$ cat src/rtl/smul_pkg.sv
package smul_pkg;

    // Default operand width of the multiplier.
    localparam int SMUL_W_DEF = 6;

    // Control sequence of the multiplier.
    typedef enum logic [2:0] {
        ST_IDLE  = 3'd0,
        ST_LOAD  = 3'd1,
        ST_TEST  = 3'd2,
        ST_SHIFT = 3'd3,
        ST_NEG   = 3'd4,
        ST_DONE  = 3'd5
    } smul_state_e;

    // One-hot style strobes from control to datapath.
    typedef struct packed {
        logic capture;   // latch operands and product sign
        logic load;      // load magnitudes, clear accumulator
        logic test_add;  // add multiplicand if multiplier lsb set
        logic shift;     // multiplier right, multiplicand left
        logic negate;    // conditional negation and range check
    } smul_cmd_t;

    // Rounds needed to finish: one less than the operand width.
    function automatic int smul_rounds(input int w);
        return w - 1;
    endfunction

endpackage

$ cat src/rtl/smul_ctrl.sv
module smul_ctrl
    import smul_pkg::*;
#(
    parameter int W = SMUL_W_DEF
) (
    input  logic      clk,
    input  logic      rst,
    input  logic      start,
    input  logic      mplr_rest_zero,
    output smul_cmd_t cmd,
    output logic      busy,
    output logic      done
);

    localparam int ROUNDS = smul_rounds(W);
    localparam int CNT_W  = $clog2(W + 2);

    smul_state_e      state_q, state_d;
    logic [CNT_W-1:0] round_q;
    logic             last_round;

    // Current shift completes the required rounds.
    assign last_round = (int'(round_q) >= ROUNDS - 1);

    always_comb begin
        cmd     = '0;
        state_d = state_q;
        case (state_q)
            ST_IDLE: begin
                if (start) begin
                    cmd.capture = 1'b1;
                    state_d     = ST_LOAD;
                end
            end
            ST_LOAD: begin
                cmd.load = 1'b1;
                state_d  = ST_TEST;
            end
            ST_TEST: begin
                cmd.test_add = 1'b1;
                state_d      = ST_SHIFT;
            end
            ST_SHIFT: begin
                cmd.shift = 1'b1;
                if (last_round && mplr_rest_zero) begin
                    state_d = ST_NEG;
                end else begin
                    state_d = ST_TEST;
                end
            end
            ST_NEG: begin
                cmd.negate = 1'b1;
                state_d    = ST_DONE;
            end
            ST_DONE: begin
                state_d = ST_IDLE;
            end
            default: begin
                state_d = ST_IDLE;
            end
        endcase
    end

    always_ff @(posedge clk) begin
        if (rst) begin
            state_q <= ST_IDLE;
            round_q <= '0;
        end else begin
            state_q <= state_d;
            if (cmd.load) begin
                round_q <= '0;
            end else if (cmd.shift) begin
                round_q <= round_q + 1'b1;
            end
        end
    end

    assign busy = (state_q != ST_IDLE);
    assign done = (state_q == ST_DONE);

endmodule

$ cat src/rtl/smul_dp.sv
module smul_dp
    import smul_pkg::*;
#(
    parameter int W = SMUL_W_DEF
) (
    input  logic         clk,
    input  logic         rst,
    input  smul_cmd_t    cmd,
    input  logic [W-1:0] a,
    input  logic [W-1:0] b,
    output logic         mplr_rest_zero,
    output logic [W-1:0] product,
    output logic         ovf
);

    localparam int DW = 2 * W;
    localparam logic [DW-1:0] LIM_POS = DW'((1 << (W - 1)) - 1);
    localparam logic [DW-1:0] LIM_NEG = DW'(1 << (W - 1));

    logic [W-1:0]  opa_q, opb_q;
    logic          neg_q;
    logic [DW-1:0] mplr_q, mcnd_q, acc_q;
    logic          ovf_q;

    // Magnitude of a signed operand, widened so the most negative value fits.
    function automatic logic [DW-1:0] mag_of(input logic [W-1:0] v);
        logic [DW-1:0] ext;
        ext = {{W{v[W-1]}}, v};
        return v[W-1] ? (~ext + 1'b1) : ext;
    endfunction

    always_ff @(posedge clk) begin
        if (rst) begin
            opa_q  <= '0;
            opb_q  <= '0;
            neg_q  <= 1'b0;
            mplr_q <= '0;
            mcnd_q <= '0;
            acc_q  <= '0;
            ovf_q  <= 1'b0;
        end else begin
            if (cmd.capture) begin
                opa_q <= a;
                opb_q <= b;
                neg_q <= a[W-1] ^ b[W-1];
            end
            if (cmd.load) begin
                mplr_q <= mag_of(opa_q);
                mcnd_q <= mag_of(opb_q);
                acc_q  <= '0;
            end
            if (cmd.test_add && mplr_q[0]) begin
                acc_q <= acc_q + mcnd_q;
            end
            if (cmd.shift) begin
                mplr_q <= mplr_q >> 1;
                mcnd_q <= mcnd_q << 1;
            end
            if (cmd.negate) begin
                acc_q <= neg_q ? (~acc_q + 1'b1) : acc_q;
                ovf_q <= neg_q ? (acc_q > LIM_NEG) : (acc_q > LIM_POS);
            end
        end
    end

    // Multiplier bits above the one about to be shifted out.
    assign mplr_rest_zero = (mplr_q[DW-1:1] == '0);
    assign product        = acc_q[W-1:0];
    assign ovf            = ovf_q;

endmodule

$ cat src/rtl/smul_seq.sv
module smul_seq
    import smul_pkg::*;
#(
    parameter int W = SMUL_W_DEF
) (
    input  logic         clk,
    input  logic         rst,
    input  logic         start,
    input  logic [W-1:0] a,
    input  logic [W-1:0] b,
    output logic [W-1:0] product,
    output logic         ovf,
    output logic         busy,
    output logic         done
);

    smul_cmd_t cmd;
    logic      mplr_rest_zero;

    smul_ctrl #(.W(W)) u_ctrl (
        .clk            (clk),
        .rst            (rst),
        .start          (start),
        .mplr_rest_zero (mplr_rest_zero),
        .cmd            (cmd),
        .busy           (busy),
        .done           (done)
    );

    smul_dp #(.W(W)) u_dp (
        .clk            (clk),
        .rst            (rst),
        .cmd            (cmd),
        .a              (a),
        .b              (b),
        .mplr_rest_zero (mplr_rest_zero),
        .product        (product),
        .ovf            (ovf)
    );

endmodule

$ cat config.mk
export PLATFORM = sky130hd
export DESIGN_NAME = smul_seq
export DESIGN_NICKNAME = d
export VERILOG_FILES = /design/src/rtl/smul_pkg.sv /design/src/rtl/smul_ctrl.sv /design/src/rtl/smul_dp.sv /design/src/rtl/smul_seq.sv
export SDC_FILE = /design/constraint.sdc
export NUM_CORES = 1
export LEC_CHECK = 0
export ABC_CLOCK_PERIOD_IN_PS = 2200
export BUFFER_PORTS_ARGS = -buffer_cell sky130_fd_sc_hd__buf_2
export CAP_MARGIN = 5
export CORE_MARGIN = 2
export CORE_UTILIZATION = 49
export CTS_CLUSTER_SIZE = 40
export DETAILED_ROUTE_END_ITERATION = 10
export GPL_TIMING_DRIVEN = 0
export PLACE_DENSITY_LB_ADDON = 0.25
export SYNTH_ARGS = -nofsm -noshare
export SYNTH_HDL_FRONTEND = slang
export SYNTH_SLANG_ARGS = --single-unit
$ cat constraint.sdc
create_clock -name clk -period 2.2 [get_ports clk]
set_input_delay 0.44 -clock clk [delete_from_list [all_inputs] [get_ports clk]]
set_output_delay 0.44 -clock clk [all_outputs]
set_load 0.02 [all_outputs]
==> results_dict.tcl <==
set metrics [dict create \
    outcome "finished clean" \
    final_area_mm2 0.003735 \
    finalMaxSlewViolations 0 \
    peakVddDrop_uv 266.9 \
    min_from "b[3]" \
    finalCritPeriodShare 0.9687 \
    p_leak_nw 1.369 \
    ant_nets 0 \
    num_rows 30 \
    diodes 0 \
    routed_wl_um 8526 \
    cts.sinks 56 \
    synth_common_cells "71 x nand2_1, 56 x dfxtp_1, 49 x a21oi_1, 21 x nor2_1, 18 x o21ai_0" \
    rsz0062_at_grt "false" \
    fill_cells 663 \
    grt_pass1_vias 2984 \
    wl_per_cell_um 15.88 \
    die_w_um 86.91 \
    crit_buf_inv 0 \
    first_pass_iters 4 \
    finalNetCount 488 \
    min_path_type "in2reg" \
    grt_start_max_net_pins 18 \
    grt_use_total 0.2391 \
    dp.cells 528 \
    syn_avg_cell_area_um2 7.925 \
    seq_area_frac_synth 0.3328 \
    cts_htree_levels 2 \
    synth_ff_type "dfxtp_1" \
    vias 3210 \
    ctsRootBufferMaster "clkbuf_8" \
    grt_pass1_wl_um 14370 \
    tritoncts "done" \
    path_cells "ha_2, fa_2, a211oi_4, o21bai_4, and4b_1, o31ai_2, a21oi_1" \
    clockBufferDepth 2 \
    fp.dieH_um 86.91 \
    cts_buffers 5 \
    dpl_cell_area_mm2 0.003583 \
    syn_area_mm2 0.003368 \
    top_level_ports 24 \
    yosysMostFrequentCell "nand2_1" \
    antenna_found_initial 0 \
    overflow 0 \
    clock_skew_ns 0.007466 \
    relSlewSlack 0.6175 \
    drc 0 \
    path_max_fanout 6 \
    fin_util 0.5559 \
    netlist_top_cells_area "dfxtp_1 33%, nand2_1 7.9%, a21oi_1 7.3%, ha_1 5.9%, o21ai_0 2.7%" \
    powerDensity_mw_per_mm2 532.3 \
    finalCriticalPeriod_ns 2.131 \
    max-cap-violations 0 \
    syn_nets 457 \
    hold_violations 0 \
    ys_types 64 \
    path_class "reg2reg" \
    slowest_delay_ns 0.40 \
    rr_startpoint "u_dp.acc_q[0]" \
    numPortBuffers 23 \
    post_drt_via_cell_ratio 5.978 \
    async_reset_ff_frac 0 \
    final_cells 537 \
    crit_arrival_ns 2.32 \
    critPathLaunch "u_dp.acc_q[0]" \
    critPathCaptureType "register" \
    slowest_stage "fa_2" \
    die-area_mm2 0.007553 \
    hold_slack_ns 0.3405 \
    syn_inst 425 \
    worst_skew_pair.late_latency_ns 0.32 \
    max_freq_ghz 0.4692 \
    clk_pin_slew_ns 0.11 \
    ctsHoldBuffers 0 \
    area_growth_pct 10.88 \
    worst_pin_slew_ns 0.5713 \
    finalSetupViolCount 0 \
    path_delay_family "compound AO/OA/AOI/OAI gates" \
    synth_top_area_frac 0.3328 \
    drive_gt1_frac 0.1466 \
    core_mm2 0.006719 \
    crit_path_start_kind "register" \
    dpl.hpwl_um 6226 \
    dr.first_iter.drc_count 185 \
    ys_warn_count 0 \
    synth_edf_count 0 \
    gp_congestion 0.8937 \
    initial_core_util 0.5013 \
    ys_ff_latch 56 \
    synth_area_leader_cell "dfxtp_1" \
    cp_data_required_time_ns 2.39 \
]
==> layout make-up <==
class                   instances  area, um2  share of cell area
inverters                      16      60.06             0.01608
well taps                      80      100.1             0.02680
clock inverters                 2      16.27            0.004355
multi-input cells             321       2043              0.5471
repair buffers                 24      122.6             0.03283
flip-flops and latches         56       1122              0.3005
plain buffers                  32      197.7             0.05293
clock buffers                   6      72.57             0.01943
==> power breakdown <==
group / total [W] / internal, W / switching (W)
Clock: 0.000588 / 0.000228 / 0.000360
Combinational: 0.000313 / 0.000117 / 0.000196
Sequential: 0.00109 / 0.00105 / 0.0000406
==> metal layers <==
metal | wire [um] | global-route usage | up-vias | share of wire
met2 | 4048 | 0.4067 | 76 | 0.47
met1 | 3827 | 0.3094 | 1523 | 0.45
met5 | 0 | 0 | - | 0
met4 | 263 | 0.08807 | 0 | 0.031
met3 | 386 | 0.03033 | 26 | 0.045
li1 | - | - | 1585 | -
==> layout by cell type, fill, tap and decap left out, drive strengths merged, types with 3 or more instances in the layout <==
master  netlist  final
nor2b         4      4
inv          16     16
nand2b        4      4
a21oi        49     49
xnor2         7      7
a211oi       12     12
dfxtp        56     56
mux2i         7      7
a221oi        3      3
a22oi         4      4
nor4          6      6
buf          11     35
xor2          4      4
nand3        14     14
nor3b         5      5
o32ai         3      3
nand4         3      3
nor2         21     21
o21ai        19     19
o31ai         5      5
or3           5      5
o211ai        4      4
clkbuf       21     27
a31o          3      3
nor3         14     14
nand2        71     71
and2          3      3
ha           16     16
==> flip-flops by register name, indices dropped and copies added, names as in the netlist <==
name            flops
u_dp.neg_q          1
u_dp.acc_q         12
u_dp.mplr_q        12
u_dp.opb_q          6
u_ctrl.state_q      3
u_dp.mcnd_q        12
u_dp.opa_q          6
u_ctrl.round_q      3
u_dp.ovf            1
==> through the flow <==
step,total power [W],setup slack (ns),TNS [ns]
after CTS,0.001992,0.02715,0
after global placement,0.001406,-0.1412,-0.1935
after floorplan,0.001321,0.1996,0
final,0.001988,0.06875,0
after detailed placement,0.001415,-0.1324,-0.2439
after global routing,0.002081,0.01880,0
==> path summary, 6_finish.rpt <==
kind | end | slack (ns) | cells after the start
worst min register to register | u_dp.mplr_q[8] | 0.48 | 2
worst min-delay path | u_dp.opb_q[3] | 0.34 | 3
worst max register to register | u_dp.acc_q[6] | 0.07 | 7
worst max-delay path | u_dp.acc_q[6] | 0.07 | 7
==> logic make-up (layout without fill, tap and decap cells) <==
kind of cell / after synthesis / after routing / synth area share
AO/OA/AOI/OAI: 121 / 121 / 0.2326
XOR/XNOR: 11 / 11 / 0.02860
adder cells (fa/ha/maj): 17 / 17 / 0.06538
buffers and inverters: 48 / 80 / 0.07503
flip-flops: 56 / 56 / 0.3328
multiplexers: 7 / 7 / 0.02080
AND/OR/NAND/NOR: 165 / 165 / 0.2448
==> worst register-to-register path: stages (launching register included) <==
cell      delay (ns)
dfxtp_2         0.36
ha_2            0.21
fa_2            0.40
a211oi_4        0.31
o21bai_4        0.14
and4b_1         0.24
o31ai_2         0.25
a21oi_1         0.09
==> timing repair <==
item,4_1_cts,5_1_grt
setup buffers,0,1
pin swaps,0,1
gates resized for setup,6,11
endpoints found under the setup margin,5,4
Power figures use the tool's default switching activity.
